<file path="src/rtl/stkld_pkg.sv">
package stkld_pkg;

  typedef enum logic [2:0] {
    ST_IDLE,
    ST_SEEK,
    ST_REQ,
    ST_WAIT,
    ST_DONE
  } seq_state_e;

  // element size code to log2(bytes)
  function automatic logic [2:0] size_shift(input logic [1:0] sel);
    logic [2:0] s;
    case (sel)
      2'd0:    s = 3'd2;
      2'd1:    s = 3'd3;
      default: s = 3'd4;
    endcase
    return s;
  endfunction

endpackage

</file>
<file path="src/rtl/stkld_scan.sv">
// Finds the next element index for one side of the walk.
module stkld_scan #(
  parameter int NEL = 32,
  parameter int IW  = $clog2(NEL + 1)
) (
  input  logic [IW-1:0]  cur_idx,
  input  logic [NEL-1:0] pred,
  input  logic           is_vec,
  input  logic [IW-1:0]  limit,
  output logic [IW-1:0]  nxt_idx,
  output logic           in_range
);

  // lowest set position at or above 'from'; NEL when none
  function automatic logic [IW-1:0] first_from(input logic [NEL-1:0] m,
                                               input logic [IW-1:0]  from);
    logic [IW-1:0] r;
    r = IW'(NEL);
    for (int k = NEL - 1; k >= 0; k--) begin
      if (m[k] && (k >= int'(from))) r = IW'(k);
    end
    return r;
  endfunction

  assign nxt_idx  = is_vec ? first_from(pred, cur_idx) : cur_idx;
  assign in_range = (nxt_idx < limit);

endmodule

</file>
<file path="src/rtl/stkld_agen.sv">
// Stack-side address: base + (offset + index) scaled by element size.
module stkld_agen #(
  parameter int AW    = 32,
  parameter int OFF_W = 8,
  parameter int IW    = 6
) (
  input  logic [AW-1:0]    base,
  input  logic [OFF_W-1:0] off,
  input  logic [IW-1:0]    idx,
  input  logic [2:0]       shift,
  output logic [AW-1:0]    addr
);

  function automatic logic [AW-1:0] elem_addr(input logic [AW-1:0]    b,
                                              input logic [OFF_W-1:0] o,
                                              input logic [IW-1:0]    i,
                                              input logic [2:0]       sh);
    logic [AW-1:0] slot;
    slot = AW'(o) + AW'(i);
    return b + (slot << sh);
  endfunction

  assign addr = elem_addr(base, off, idx, shift);

endmodule

</file>
<file path="src/rtl/stkld_ctrl.sv">
// Sequencer state machine.
module stkld_ctrl
  import stkld_pkg::*;
(
  input  logic       clk,
  input  logic       rst_n,
  input  logic       start,
  input  logic       both_hit,
  input  logic       any_vec,
  input  logic       mem_ready,
  input  logic       mem_rvalid,
  output seq_state_e state,
  output logic       load_o,
  output logic       take_o,
  output logic       fire_o
);

  seq_state_e nxt;

  always_comb begin
    nxt = state;
    case (state)
      ST_IDLE: if (start) nxt = ST_SEEK;
      ST_SEEK: nxt = both_hit ? ST_REQ : ST_DONE;
      ST_REQ:  if (mem_ready) nxt = ST_WAIT;
      ST_WAIT: if (mem_rvalid) nxt = any_vec ? ST_SEEK : ST_DONE;
      ST_DONE: nxt = ST_IDLE;
      default: nxt = ST_IDLE;
    endcase
  end

  always_ff @(posedge clk or negedge rst_n) begin
    if (!rst_n) state <= ST_IDLE;
    else        state <= nxt;
  end

  assign load_o = (state == ST_IDLE) && start;
  assign take_o = (state == ST_SEEK) && both_hit;
  assign fire_o = (state == ST_WAIT) && mem_rvalid;

endmodule

</file>
<file path="src/rtl/stkld_seq.sv">
module stkld_seq
  import stkld_pkg::*;
#(
  parameter int AW    = 32,
  parameter int DW    = 64,
  parameter int OFF_W = 8,
  parameter int NEL   = 32,
  parameter int RW    = 6,
  parameter int IW    = $clog2(NEL + 1)
) (
  input  logic             clk,
  input  logic             rst_n,
  input  logic             start,
  input  logic [AW-1:0]    base_addr,
  input  logic [OFF_W-1:0] imm_off,
  input  logic [1:0]       size_sel,
  input  logic [RW-2:0]    rd_idx,
  input  logic             rd_map_en,
  input  logic [RW-1:0]    rd_map_idx,
  input  logic [IW-1:0]    vlen,
  input  logic [NEL-1:0]   src_pred,
  input  logic [NEL-1:0]   dst_pred,
  input  logic             src_vec,
  input  logic             dst_vec,
  output logic             mem_req,
  output logic [AW-1:0]    mem_addr,
  input  logic             mem_ready,
  input  logic             mem_rvalid,
  input  logic [DW-1:0]    mem_rdata,
  output logic             rf_we,
  output logic [RW-1:0]    rf_waddr,
  output logic [DW-1:0]    rf_wdata,
  output logic             busy,
  output logic             done
);

  localparam int NSIDE = 2;  // 0: stack side, 1: register side
  localparam logic [IW-1:0] VL_CAP = IW'(NEL);

  // captured operands
  logic [AW-1:0]    base_q;
  logic [OFF_W-1:0] off_q;
  logic [2:0]       shift_q;
  logic [RW-1:0]    rbase_q;
  logic [IW-1:0]    vl_q;
  logic [NEL-1:0]   pred_q [NSIDE];
  logic             vec_q  [NSIDE];
  logic [IW-1:0]    idx_q  [NSIDE];

  // named events for checking
  seq_state_e    state;
  logic          load_ev, take_ev, fire_ev, both_hit, any_vec;
  logic          wait_st;
  logic [IW-1:0] nxt_idx [NSIDE];
  logic          hit     [NSIDE];
  logic [IW-1:0] src_i, dst_j;

  function automatic logic [IW-1:0] clamp_vl(input logic [IW-1:0] v);
    return (v > VL_CAP) ? VL_CAP : v;
  endfunction

  function automatic logic [RW-1:0] pick_rbase(input logic          en,
                                               input logic [RW-1:0] mapped,
                                               input logic [RW-2:0] raw);
    return en ? mapped : {1'b0, raw};
  endfunction

  // per-side index scanners
  for (genvar g = 0; g < NSIDE; g++) begin : g_side
    stkld_scan #(.NEL(NEL), .IW(IW)) u_scan (
      .cur_idx (idx_q[g]),
      .pred    (pred_q[g]),
      .is_vec  (vec_q[g]),
      .limit   (vl_q),
      .nxt_idx (nxt_idx[g]),
      .in_range(hit[g])
    );

    always_ff @(posedge clk or negedge rst_n) begin
      if (!rst_n) begin
        idx_q[g]  <= '0;
        pred_q[g] <= '0;
        vec_q[g]  <= 1'b0;
      end else if (load_ev) begin
        idx_q[g]  <= '0;
        pred_q[g] <= (g == 0) ? src_pred : dst_pred;
        vec_q[g]  <= (g == 0) ? src_vec  : dst_vec;
      end else if (take_ev) begin
        idx_q[g]  <= nxt_idx[g];
      end else if (fire_ev && vec_q[g]) begin
        idx_q[g]  <= idx_q[g] + IW'(1);
      end
    end
  end

  assign both_hit = hit[0] && hit[1];
  assign any_vec  = vec_q[0] || vec_q[1];

  stkld_ctrl u_ctrl (
    .clk       (clk),
    .rst_n     (rst_n),
    .start     (start),
    .both_hit  (both_hit),
    .any_vec   (any_vec),
    .mem_ready (mem_ready),
    .mem_rvalid(mem_rvalid),
    .state     (state),
    .load_o    (load_ev),
    .take_o    (take_ev),
    .fire_o    (fire_ev)
  );

  always_ff @(posedge clk or negedge rst_n) begin
    if (!rst_n) begin
      base_q  <= '0;
      off_q   <= '0;
      shift_q <= 3'd2;
      rbase_q <= '0;
      vl_q    <= '0;
    end else if (load_ev) begin
      base_q  <= base_addr;
      off_q   <= imm_off;
      shift_q <= size_shift(size_sel);
      rbase_q <= pick_rbase(rd_map_en, rd_map_idx, rd_idx);
      vl_q    <= clamp_vl(vlen);
    end
  end

  stkld_agen #(.AW(AW), .OFF_W(OFF_W), .IW(IW)) u_agen (
    .base (base_q),
    .off  (off_q),
    .idx  (idx_q[0]),
    .shift(shift_q),
    .addr (mem_addr)
  );

  assign src_i    = idx_q[0];
  assign dst_j    = idx_q[1];
  assign wait_st  = (state == ST_WAIT);
  assign mem_req  = (state == ST_REQ);
  assign rf_we    = fire_ev;
  assign rf_waddr = rbase_q + RW'(idx_q[1]);
  assign rf_wdata = mem_rdata;
  assign busy     = (state != ST_IDLE);
  assign done     = (state == ST_DONE);

endmodule

</file>
<file path="config.mk">
export PLATFORM = sky130hd
export DESIGN_NAME = stkld_seq
export DESIGN_NICKNAME = d
export VERILOG_FILES = /design/src/rtl/stkld_pkg.sv /design/src/rtl/stkld_scan.sv /design/src/rtl/stkld_agen.sv /design/src/rtl/stkld_ctrl.sv /design/src/rtl/stkld_seq.sv
export SDC_FILE = /design/constraint.sdc
export NUM_CORES = 1
export LEC_CHECK = 0
export ABC_AREA = 0
export BUFFER_PORTS_ARGS = -buffer_cell sky130_fd_sc_hd__buf_4
export CAP_MARGIN = 0
export CORE_MARGIN = 4
export CORE_UTILIZATION = 31
export DETAILED_ROUTE_END_ITERATION = 8
export PLACE_DENSITY = 0.56
export REMOVE_ABC_BUFFERS = 1
export SYNTH_ARGS = -nofsm -noshare
export SYNTH_HDL_FRONTEND = slang
export SYNTH_SLANG_ARGS = --single-unit
export TNS_END_PERCENT = 5
</file>
<file path="constraint.sdc">
create_clock -name clk -period 11.84 [get_ports clk]
set_input_delay 1.776 -clock clk [delete_from_list [all_inputs] [get_ports clk]]
set_output_delay 1.776 -clock clk [all_outputs]
set_load 0.05 [all_outputs]
</file>
# After elaboration in Yosys (flattened, before gate mapping)
# Index checks and enable logic that the tools add are counted.
# word_totals
reg_bits	136
input_bits	195
output_inout_bits	106
wordCells	251
# op_classes
add_sub_neg	5
magnitude_cmp	67
eq_ne	8
n_shift	1
muxes	81
reduce_logical	77
# op_table
cell	count
6-bit two-way mux	74
5-bit by 6-bit greater-or-equal comparator with 1-bit output (first input constant)	32
4-bit by 6-bit greater-or-equal comparator with 1-bit output (first input constant)	16
1-bit logical AND	70
3-bit by 6-bit greater-or-equal comparator with 1-bit output (first input constant)	8
32-bit adder	1
32-bit by 3-bit left shift with 32-bit output	1
1-bit by 6-bit greater-or-equal comparator with 1-bit output (first input constant)	4
2-bit by 6-bit greater-or-equal comparator with 1-bit output (first input constant)	4
3-bit two-way mux	5
6-bit by 1-bit adder with 6-bit output (second input constant)	2
6-bit < comparator	2
3-bit one-hot mux with 4 select lines	1
8-bit by 6-bit adder with 9-bit output	1
3-bit nonzero test	3
6-bit adder	1
3-bit by 2-bit equality test with 1-bit output (second input constant)	2
6-bit greater-than comparator (second input constant)	1
3-bit one-hot mux with 2 select lines	1
2-bit inequality test (second input constant)	2
3-bit by 1-bit equality test with 1-bit output (second input constant)	1
3-bit equality test (second input constant)	1
3-bit logical NOT	1
3-bit AND reduction	1
other kinds (4)	4

# Depth between registers and ports, before layout
# Gate-level depths: netlist (run 1).
# depth
word_depth	40
mapped_depth	20
ltp_nobuf	18

# Modules after synthesis
# A second synthesis (run 1) with hierarchy kept.
# hier_totals
cells_unflattened	1149
area_unflattened_um2	10667.7
# by_module_without_submodules
mod	instances	cells_each	area_each_um2	seq_area_each_um2
stkld_seq	1	452	5931.9	3329.4
stkld_scan	2	204	1313.8	0.0
stkld_agen	1	271	1916.8	0.0
stkld_ctrl	1	18	191.4	75.1

# Worst setup path before layout (run 1)
# Ideal clock, no wire load.
# synth_path
path_kind	reg2out
start	register idx_q, in the netlist src_i[0]
end	output mem_addr[13]
arrival_ns	4.997
t_required_ns	10.064
slack_ns	5.067
path_stages_with_launch	17
n_path_buf	0
path_cell_list	dfrtp_1 ha_1 fa_1 a21o_1 a21oi_1 o21bai_1 a21oi_1 xnor2_1 mux2_2 mux2_2 mux2_2 ha_1 a21oi_1 nor3b_1 o211ai_1 a31oi_1 a21boi_0
# synth_between
elab_chain_len	3
# synth_rtl
item	line_no	source
start: declaration	stkld_seq.sv:48	logic [IW-1:0] idx_q [NSIDE];
start signal: indexed assignment	stkld_seq.sv:89	idx_q[g] <= nxt_idx[g];
start signal: indexed assignment	stkld_seq.sv:91	idx_q[g] <= idx_q[g] + IW'(1);
8-bit by 6-bit adder with 9-bit output	stkld_agen.sv:19	slot = AW'(o) + AW'(i);
32-bit by 3-bit left shift with 32-bit output	stkld_agen.sv:20	return b + (slot << sh);
32-bit adder	stkld_agen.sv:20	
end: declaration	stkld_seq.sv:26	output logic [AW-1:0] mem_addr,
# No other way between the ends.

# Final worst setup path (run 1)
# layout_path
start	register idx_q, in the netlist src_i[3]
end	output mem_addr[28]
# The elaborated chain is that of the path after synthesis.

==> metrics.cfg, run 1 <==
[placement]
place_area_mm2=0.01124
gp_congestion=0.9121
dp_hpwl_mm=25.56
pre_cts_slack_ns=4.567
portBuffers=172

[clock_tree]
tritoncts=built
post-cts-setup-buffers=0
cts_htree_levels=4
cts_root_buf=clkbuf_16
cts_inserted_buffers=17
clk_latency_ns=0.43
clkSinkCount=136
ctsLongestPathBuffers=2
cts_resized=0
postCtsHoldBufs=0
clkSlewWorstSetupHoldPaths_ns=0.06

[sta]
fin_crit_sh=0.6498
rsz0062_at_grt=false
worstMarginPinSlew_ns=1.019
finalHoldViolCount=0
tns_ns=0
setup_slack_ns=4.147
fmax_ghz=0.1300
relSlewSlack=0.3207
skew_ns=0.01535
slew_viol_final=0
final.min_clock_period_ns=7.694
setup_viol=0

[detailed_routing]
wl_mm=34.54
drt_pass1_iterations=5
drtIter0Drc=565
routedWlPerCell_um=19.18
viasPerCell=5.154
drcViolationCount=0
num_vias=9282
ant_nets=0

[synth]
yosys.area_share.xor_xnor=0.03898
synth_top_family_by_area=simple AND/OR/NAND/NOR gates
synth_compound_area_frac=0.2053
synth.largest_area_cell=dfrtp_1
synth_simple_gate_area_share=0.2420
syn-cell-area_mm2=0.01011
synth_fa_ha_area_frac=0.06038
synth_edf_count=0
ys_ff_latch=136
async_flop_share=1.000
synth_top_area_frac=0.3341
synth.yosys.seq_area_share=0.3367
synth_flop_cell=dfrtp_1
synth.most_common_cell=nand2_1
synthMuxAreaShare=0.02264
ys_types=80
syn_area_per_cell_um2=7.869
synthCells=1285
synthTopCellsByArea=dfrtp_1 (33%), nand2_1 (13%), ha_1 (5.4%), buf_4 (4.9%), o21ai_0 (3.9%)
ys_top_cells_by_count=nand2_1 (350), dfrtp_1 (135), o21ai_0 (79), buf_4 (66), a21oi_1 (58)
ys_warn_count=0

[floorplan]
start_util=0.3172
core_area_mm2=0.03188
die_area_mm2=0.03557
pin_count=301
fp-row-count=65
fp.dieW_um=188.6
fp.dieH_um=188.6

[grt]
grt_usage=0.1916
antenna_found_initial=0
grt_pass1_vias=9146
grt_start_max_net_pins=89
grt_pass1_wl_mm=53.99
grt-ovfl-total=0

[setup_path]
required_ns=10.06
setup.worst_path.end=mem_addr[28]
cp.arrival_ns=5.92
crit_start=src_i[3]$_DFFE_PN0P_
r2r_slack_ns=6.52
timing.rr.start=src_i[1]$_DFFE_PN0P_
cp-start-kind=flip-flop
rr_endpoint=src_i[3]$_DFFE_PN0P_
rr_worst_depth=16
path_max_fanout=32
critical_path_class=flip-flop to output pin
crit_path_end_kind=output pin

[worst_hold_path]
holdPathStages=2
min_path_type=flip-flop to flip-flop

[cells_and_area]
area_growth_pct=17.85
num_antenna_cells=0
design_area_mm2=0.01192
fin_util=0.3738
final_nets=1595
drive_gt1_frac=0.1750

[flow_run]
drv_cap=0

[pwr]
fin_total_pwr_mw=4.454
ir_drop_mv=0.3680
leakage_nw=5.787
power.density_mw_per_mm2=373.7

[status]
status=complete, no violations

==> kinds of logic (layout without fill, tap and decap cells) <==
family,count (synthesis),in the layout
simple gates,548,548
compound gates,306,306
buf+inv,181,262
flops,136,136
fa+ha+maj,47,47
xor+xnor,45,45
mux,22,22
==> layout by cell type, fill, tap and decap left out, types with 19 or more instances in the layout <==
master,count
dfrtp_1,135
buf_4,175
a21oi_1,58
inv_1,51
nand2_1,349
xnor2_1,31
nand3_1,19
nor2_1,52
o21ai_0,79
a21o_1,19
ha_1,44
==> worst max-delay path: stages (launching register included) <==
cell      delay [ns]
dfrtp_1         1.00
ha_1            0.42
a21oi_1         0.23
o21bai_1        0.09
a21oi_1         0.27
xnor2_1         0.13
mux2_2          0.30
mux2_2          0.30
mux2_2          0.27
ha_1            0.32
a21oi_1         0.24
nor3b_1         0.41
a211o_1         0.25
a311oi_1        0.12
o21ai_1         0.53
a21boi_0        0.22
xor2_1          0.18
buf_4           0.22
==> layer usage <==
layer / track usage / up-vias / routed length, um
li1: - / 4509 / -
met3: 0.09392 / 23 / 3890
met1: 0.2599 / 4360 / 15680
met2: 0.2746 / 384 / 14500
met4: 0.03559 / 6 / 248
met5: 0.04533 / - / 224
==> report_power, final <==
group / internal, mW / total, mW / switching (mW)
combinational: 1.03 / 2.87 / 1.84
sequential: 0.682 / 0.957 / 0.275
clock: 0.399 / 0.629 / 0.230
==> worst min-delay path by stage <==
stage | startpoint | end | slack, ns
after floorplan | pred_q[20]$_DFFE_PN0P_ | pred_q[20]$_DFFE_PN0P_ | 0.44
after global placement | pred_q[52]$_DFFE_PN0P_ | pred_q[52]$_DFFE_PN0P_ | 0.46
after detailed placement | pred_q[12]$_DFFE_PN0P_ | pred_q[12]$_DFFE_PN0P_ | 0.46
after CTS | pred_q[12]$_DFFE_PN0P_ | pred_q[12]$_DFFE_PN0P_ | 0.48
after global routing | pred_q[12]$_DFFE_PN0P_ | pred_q[12]$_DFFE_PN0P_ | 0.50
final | pred_q[25]$_DFFE_PN0P_ | pred_q[25]$_DFFE_PN0P_ | 0.47
==> registers in the layout (all words and copies together), names as in the netlist <==
| register | flops |
|---|---|
| base_q | 32 |
| dst_j | 6 |
| off_q | 8 |
| pred_q | 64 |
| rbase_q | 6 |
| shift_q | 3 |
| src_i | 6 |
| u_ctrl.state | 3 |
| vec_q | 2 |
| vl_q | 6 |
==> area by class of cell <==
class / instances / area [um^2]
Clock buffer: 19 / 432.9
Sequential cell: 136 / 3405
Tap cell: 435 / 544.3
Timing Repair Buffer: 176 / 1325
Inverter: 54 / 202.7
Fill cell: 3360 / 19960
Clock inverter: 13 / 241.5
Multi-Input combinational cell: 968 / 5767
==> per-stage QoR <==
stage | std cells | hold slack, ns
finish | 1801 | 0.4747
detailed placement | 1769 | 0.4621
global route | 1801 | 0.4984
CTS | 1801 | 0.4799
floorplan | 1158 | 0.4379
global placement | 1769 | 0.4580
Note: power is estimated with default switching activity, not from simulation.
==> run 2: changes to the inputs <==
--- a/config.mk
+++ b/config.mk
@@ -11,7 +11,7 @@
 export CORE_MARGIN = 4
 export CORE_UTILIZATION = 31
 export DETAILED_ROUTE_END_ITERATION = 8
-export PLACE_DENSITY = 0.56
+export PLACE_DENSITY = 0.57
 export REMOVE_ABC_BUFFERS = 1
 export SYNTH_ARGS = -nofsm -noshare
 export SYNTH_HDL_FRONTEND = slang
==> constraint.sdc (replaced) <==
create_clock -name clk -period 6.9 [get_ports clk]
set_input_delay 1.035 -clock clk [delete_from_list [all_inputs] [get_ports clk]]
set_output_delay 1.035 -clock clk [all_outputs]
set_load 0.05 [all_outputs]
==> run 2 against run 1 <==
Effect of this change:
- first-iteration DRC count is 2.5% higher
- global-route usage shrank 0.55 points
- critical path depth up 3
- clock power grew 53%
- non-clock buffer count up 5
- critical path type unchanged
==> metrics.cfg, run 2 (synthesis results as in run 1) <==
[status]
status=complete, no violations  ; unchanged

[placement]
place_area_mm2=0.01128  ; was 0.01124 mm^2
gp_congestion=0.8929  ; was 0.9121
pre_cts_slack_ns=0.7309  ; was 4.567 ns
dp_hpwl_mm=24.86  ; was 25.56 mm
portBuffers=172  ; unchanged

[detailed_routing]
drtIter0Drc=579  ; was 565
num_vias=9242  ; was 9282
drcViolationCount=0  ; unchanged
routedWlPerCell_um=18.60  ; was 19.18 um
ant_nets=0  ; unchanged
viasPerCell=5.117  ; was 5.154
drt_pass1_iterations=5  ; unchanged
wl_mm=33.59  ; was 34.54 mm

[setup_path]
path_max_fanout=8  ; was 32
cpMaxStageDelayCell=dfrtp_1  ; unchanged
cp-start-kind=flip-flop  ; unchanged
critical_path_class=flip-flop to output pin  ; unchanged
cp.arrival_ns=5.48  ; was 5.92 ns
crit_start=src_i[0]$_DFFE_PN0P_  ; was src_i[3]$_DFFE_PN0P_
max_stage_delay_ns=0.47  ; was 1.00 ns
worstPathCellList=ha_1 > fa_1 > a21o_1 > a21oi_1 > o21bai_1 > a21oi_1 > xnor2_1 > mux2_2 > mux2_2 > mux2_2 > ha_1 > a21oi_1 > nor3b_2 > a211o_1 > a311oi_1 > o21ai_1 > buf_4 > a21boi_0 > xor2_1 > buf_4  ; was ha_1 > a21oi_1 > o21bai_1 > a21oi_1 > xnor2_1 > mux2_2 > mux2_2 > mux2_2 > ha_1 > a21oi_1 > nor3b_1 > a211o_1 > a311oi_1 > o21ai_1 > a21boi_0 > xor2_1 > buf_4
required_ns=5.86  ; was 10.06 ns
crit_path_end_kind=output pin  ; unchanged
timing.rr.start=src_i[1]$_DFFE_PN0P_  ; unchanged

[floorplan]
pin_count=301  ; unchanged
fp-row-count=65  ; unchanged
die_area_mm2=0.03557  ; unchanged
fp.dieW_um=188.6  ; unchanged
fp.dieH_um=188.6  ; unchanged
start_util=0.3172  ; unchanged
core_area_mm2=0.03188  ; unchanged

[cells_and_area]
largest_reg_flops=64  ; unchanged
fill_cells=3401  ; was 3360
reg_top3=pred_q: 64 flops, base_q: 32 flops, off_q: 8 flops  ; unchanged
regMostFlops=pred_q  ; unchanged
mostFrequentLayoutCells=nand2_1 (349), buf_4 (180), dfrtp_1 (135), o21ai_0 (79), a21oi_1 (57)  ; was nand2_1 (349), buf_4 (175), dfrtp_1 (135), o21ai_0 (79), a21oi_1 (58)
num_antenna_cells=0  ; unchanged
drive_gt1_frac=0.1794  ; was 0.1750
area_growth_pct=17.66  ; was 17.85%
layout_commonest_cell=nand2_1  ; unchanged
design_area_mm2=0.01190  ; was 0.01192 mm^2
final_nets=1600  ; was 1595

[worst_hold_path]
min_from=pred_q[25]$_DFFE_PN0P_  ; unchanged
min_path_type=flip-flop to flip-flop  ; unchanged

[flow_run]
drv_cap=0  ; unchanged

[sta]
final.min_clock_period_ns=6.518
skew_ns=0.01332  ; was 0.01535 ns
fin_crit_sh=0.9446
tns_ns=0  ; unchanged
relSlewSlack=0.3669  ; was 0.3207
setup_slack_ns=0.3822  ; was 4.147 ns
worstMarginPinSlew_ns=0.9439  ; was 1.019 ns
rsz0062_at_grt=false  ; unchanged
setup_viol=0  ; unchanged
fmax_ghz=0.1534
finalHoldViolCount=0  ; unchanged
slew_viol_final=0  ; unchanged

[pwr]
leakage_nw=5.773  ; was 5.787 nW
fin_total_pwr_mw=7.532  ; was 4.454 mW
ir_drop_mv=0.5912  ; was 0.3680 mV
power.density_mw_per_mm2=633.1  ; was 373.7 mW/mm^2

[clock_tree]
cts_htree_levels=4  ; unchanged
cts_inserted_buffers=17  ; unchanged
clkSlewWorstSetupHoldPaths_ns=0.07  ; was 0.06 ns
tritoncts=built  ; unchanged
cts_root_buf=clkbuf_16  ; unchanged
clk_latency_ns=0.43  ; about the same
post-cts-setup-buffers=0  ; unchanged
clkSinkCount=136  ; unchanged
ctsLongestPathBuffers=2  ; unchanged

[grt]
grt_usage=0.1860  ; was 0.1916
grt-ovfl-total=0  ; unchanged
grt_pass1_wl_mm=52.54  ; was 53.99 mm
antenna_found_initial=0  ; unchanged
grt_pass1_vias=9201  ; was 9146
grt_start_max_net_pins=77  ; was 89

run 2: worst max-delay path, delay by kind of cell (launching register included):
family | cells | cell delay, ns
AO/OA/AOI/OAI | 9 | 1.88
XOR/XNOR | 2 | 0.31
adder cells (fa/ha/maj) | 3 | 0.98
buffers and inverters | 2 | 0.40
flip-flops | 1 | 0.47
multiplexers | 3 | 0.84
AND/OR/NAND/NOR | 1 | 0.19
run 2: layer usage:
layer / global-route usage / routed length [um] / share of wire
met1: 0.2567 / 15760 / 0.47
met2: 0.2706 / 14180 / 0.42
met3: 0.07984 / 3282 / 0.098
met4: 0.03559 / 258 / 0.0077
met5: 0.03297 / 106 / 0.0032
run 2: per-stage QoR:
| step | std cells | hold WS, ns | util |
|---|---|---|---|
| finish | 1806 | 0.4778 | 0.3732 |
| global route | 1806 | 0.5003 | 0.3732 |
| CTS | 1806 | 0.4824 | 0.3729 |
| detailed placement | 1774 | 0.4665 | 0.3538 |
| global placement | 1774 | 0.4619 | 0.3538 |
| floorplan | 1158 | 0.4379 | - |
run 2: report_power, final:
| part | switching, mW | internal [mW] | total [mW] |
|---|---|---|---|
| Combinational | 3.20 | 1.77 | 4.97 |
| Clock | 0.376 | 0.588 | 0.964 |
| Sequential | 0.425 | 1.17 | 1.60 |
run 2: area by class of cell:
type,instances,area (um^2),share of cell area
sequential,136,3405,0.2861
inverter,54,202.7,0.01704
multi-input combinational,968,5776,0.4854
clock buffer,21,460.4,0.03870
clock inverter,11,147.6,0.01241
timing repair buffer,181,1363,0.1145
tap,435,544.3,0.04575
run 2: worst paths after layout:
| check | slack (ns) | cells after the start | endpoint |
|---|---|---|---|
| min reg2reg | 0.48 | 2 | pred_q[25]$_DFFE_PN0P_ |
| max | 0.38 | 20 | mem_addr[28] |
| max in group asynchronous | 5.01 | 2 | base_q[26]$_DFFE_PN0P_ |
| min | 0.48 | 2 | pred_q[25]$_DFFE_PN0P_ |
| min in group asynchronous | 0.61 | 1 | pred_q[61]$_DFFE_PN0P_ |
| max reg2reg | 1.82 | 17 | src_i[2]$_DFFE_PN0P_ |
run 2: timing repair:
action,4_1_cts,5_1_grt
gates resized for setup,0,2
hold buffers,0,0
setup endpoints to repair,0,11
==> run 3: changes to the inputs <==
--- a/config.mk
+++ b/config.mk
@@ -8,7 +8,6 @@
 export ABC_AREA = 0
 export BUFFER_PORTS_ARGS = -buffer_cell sky130_fd_sc_hd__buf_4
 export CAP_MARGIN = 0
-export CORE_MARGIN = 4
 export CORE_UTILIZATION = 31
 export DETAILED_ROUTE_END_ITERATION = 8
 export PLACE_DENSITY = 0.57
==> run 3 against run 2 <==
Effect of this change:
- critical path depth is the same
- fmax fell by 0.21%
- count of clock-buffer cells in the layout unchanged
- routed wire length down 1.7%
- sequential power about the same
- non-clock buffer count is 1 lower
- setup slack worse by 0.014 ns
- first-iteration DRC count is 15% lower
- die area down 6.3%
- critical path type unchanged
- critical endpoint unchanged
- largest cell class unchanged
- largest power group unchanged
- highest routed layer unchanged
==> metrics.cfg, run 3 (synthesis results as in run 1) <==
[sta]
tns_ns=0  ; unchanged
final.min_clock_period_ns=6.531  ; was 6.518 ns
rsz0062_at_grt=false  ; unchanged
worstMarginPinSlew_ns=0.9487  ; was 0.9439 ns
finalHoldViolCount=0  ; unchanged
skew_ns=0.01371  ; was 0.01332 ns
fmax_ghz=0.1531  ; was 0.1534 GHz
relSlewSlack=0.3676  ; was 0.3669
slew_viol_final=0  ; unchanged
setup_viol=0  ; unchanged
whs_ns=0.4760  ; was 0.4778 ns
setup_slack_ns=0.3686  ; was 0.3822 ns
fin_crit_sh=0.9466  ; was 0.9446

[worst_hold_path]
min_path_type=flip-flop to flip-flop  ; unchanged
min_from=pred_q[12]$_DFFE_PN0P_  ; was pred_q[25]$_DFFE_PN0P_
worstHoldEndpoint=pred_q[12]$_DFFE_PN0P_  ; was pred_q[25]$_DFFE_PN0P_
holdPathStages=2  ; unchanged

[grt]
grt_start_max_net_pins=78  ; was 77
grt_usage=0.1994  ; was 0.1860
grt_pass1_wl_mm=51.56  ; was 52.54 mm
antenna_found_initial=0  ; unchanged
grt-ovfl-total=0  ; unchanged
grt_pass1_vias=8868  ; was 9201

[detailed_routing]
drtIter0Drc=490  ; was 579
drt_pass1_iterations=5  ; unchanged
num_vias=9266  ; was 9242
ant_nets=0  ; unchanged
wl_mm=33.03  ; was 33.59 mm
drcViolationCount=0  ; unchanged
viasPerCell=5.136  ; was 5.117
routedWlPerCell_um=18.31  ; was 18.60 um

[clock_tree]
tritoncts=built  ; unchanged
cts_root_buf=clkbuf_16  ; unchanged
clk_latency_ns=0.43  ; about the same
cts_htree_levels=4  ; unchanged
cts_inserted_buffers=17  ; unchanged
clkSinkCount=136  ; unchanged
ctsLongestPathBuffers=2  ; unchanged
clkSlewWorstSetupHoldPaths_ns=0.06  ; was 0.07 ns
postCtsHoldBufs=0  ; unchanged

[setup_path]
crit_path_end_kind=output pin  ; unchanged
worstPathCellList=ha_1 > fa_1 > a21o_1 > a21oi_1 > o21bai_1 > a21oi_1 > xnor2_1 > mux2_2 > mux2_2 > mux2_2 > ha_1 > a21oi_1 > nor3b_2 > a211o_1 > a311oi_1 > o21ai_1 > buf_4 > a21boi_0 > xor2_1 > buf_4  ; unchanged
r2r_slack_ns=1.92  ; was 1.82 ns
required_ns=5.86  ; about the same
timing.rr.start=src_i[1]$_DFFE_PN0P_  ; unchanged
cp_top_family=compound AO/OA/AOI/OAI gates  ; unchanged
critical_path_class=flip-flop to output pin  ; unchanged
rr_worst_depth=16  ; was 17
rr_endpoint=src_i[2]$_DFFE_PN0P_  ; unchanged
cpMaxStageDelayCell=dfrtp_1  ; unchanged
critical_path_buf_inv_count=2  ; unchanged
cp.arrival_ns=5.50  ; was 5.48 ns
max_stage_delay_ns=0.47  ; about the same
path_max_fanout=8  ; unchanged
cp-start-kind=flip-flop  ; unchanged

[cells_and_area]
instances_no_fill=1804  ; was 1806
fill_cells=3340  ; was 3401
layout.area.seq_mm2=0.003405  ; unchanged
reg_top3=pred_q: 64 flops, base_q: 32 flops, off_q: 8 flops  ; unchanged
final_nets=1599  ; was 1600
drive_gt1_frac=0.1797  ; was 0.1794
area_growth_pct=17.50  ; was 17.66%
num_antenna_cells=0  ; unchanged
largest_reg_flops=64  ; unchanged
multi_input_area_mm2=0.005776  ; unchanged
mostFrequentLayoutCells=nand2_1 (349), buf_4 (179), dfrtp_1 (135), o21ai_0 (79), a21oi_1 (57)  ; was nand2_1 (349), buf_4 (180), dfrtp_1 (135), o21ai_0 (79), a21oi_1 (57)
regMostFlops=pred_q  ; unchanged
layout_commonest_cell=nand2_1  ; unchanged

[placement]
gp_congestion=0.8819  ; was 0.8929
place_inst=1773  ; was 1774
dp_hpwl_mm=24.48  ; was 24.86 mm
pre_cts_slack_ns=0.6857  ; was 0.7309 ns
portBuffers=172  ; unchanged

[floorplan]
fp.dieW_um=182.6  ; was 188.6 um
start_util=0.3180  ; was 0.3172
fp.dieH_um=182.6  ; was 188.6 um
pin_count=301  ; unchanged
core_area_mm2=0.03180  ; was 0.03188 mm^2
die_area_mm2=0.03335  ; was 0.03557 mm^2
fp-row-count=65  ; unchanged

[pwr]
ir_drop_mv=0.6528  ; was 0.5912 mV
leakage_nw=5.770  ; was 5.773 nW
power.density_mw_per_mm2=630.5  ; was 633.1 mW/mm^2
fin_total_pwr_mw=7.491  ; was 7.532 mW

[flow_run]
drv_cap=0  ; unchanged

[status]
status=complete, no violations  ; unchanged

-- run 3: how the worst max path moves through the flow --
stage                         start           end  slack [ns]  depth (start not counted)
6_report       src_i[0]$_DFFE_PN0P_  mem_addr[28]        0.37                         20
5_1_grt        src_i[0]$_DFFE_PN0P_  mem_addr[30]        0.02                         20
4_1_cts        src_i[0]$_DFFE_PN0P_  mem_addr[31]        0.21                         19
3_5_place_dp   src_i[0]$_DFFE_PN0P_  mem_addr[31]        0.69                         19
3_3_place_gp   src_i[0]$_DFFE_PN0P_  mem_addr[19]        0.82                         19
2_1_floorplan  src_i[2]$_DFFE_PN0P_  mem_addr[13]        0.69                         15
-- run 3: worst reg2reg max path: cells and delay by family (launching register included) --
family	cells	cell delay (ns)
AND/OR/NAND/NOR	5	1.06
adder cells (fa/ha/maj)	2	0.78
AO/OA/AOI/OAI	8	2.40
flip-flops	1	0.40
buffers and inverters	1	0.26
-- run 3: routing by layer --
layer / global-route usage / share of wire / vias up
li1: - / - / 4517
met1: 0.2750 / 0.47 / 4370
met2: 0.2817 / 0.41 / 330
met3: 0.07663 / 0.094 / 43
met4: 0.05748 / 0.018 / 6
met5: 0.04296 / 0.0059 / -
-- run 3: final cells by class --
| class | count | share of cell area |
|---|---|---|
| multi-input combinational | 968 | 0.4861 |
| tap | 435 | 0.04581 |
| clock inverter | 10 | 0.01000 |
| sequential | 136 | 0.2865 |
| clock buffer | 21 | 0.04044 |
| timing repair buffer | 180 | 0.1140 |
| inverter | 54 | 0.01706 |
-- run 3: timing repair --
| item | in CTS | in global routing |
|---|---|---|
| gates resized for setup | 0 | 2 |
| endpoints found under the setup margin | 0 | 9 |
| buffers inserted | 0 | 0 |
-- run 3: metrics by stage --
| step | utilization | cell area (um^2) |
|---|---|---|
| floorplan | - | 9364 |
| global placement | 0.3545 | 11270 |
| detailed placement | 0.3545 | 11270 |
| CTS | 0.3734 | 11870 |
| global route | 0.3736 | 11880 |
| finish | 0.3736 | 11880 |
-- run 3: report_power, final --
group	switching, mW	internal [mW]
Combinational	3.18	1.77
Clock	0.380	0.570
Sequential	0.415	1.17
Total	3.98	3.51
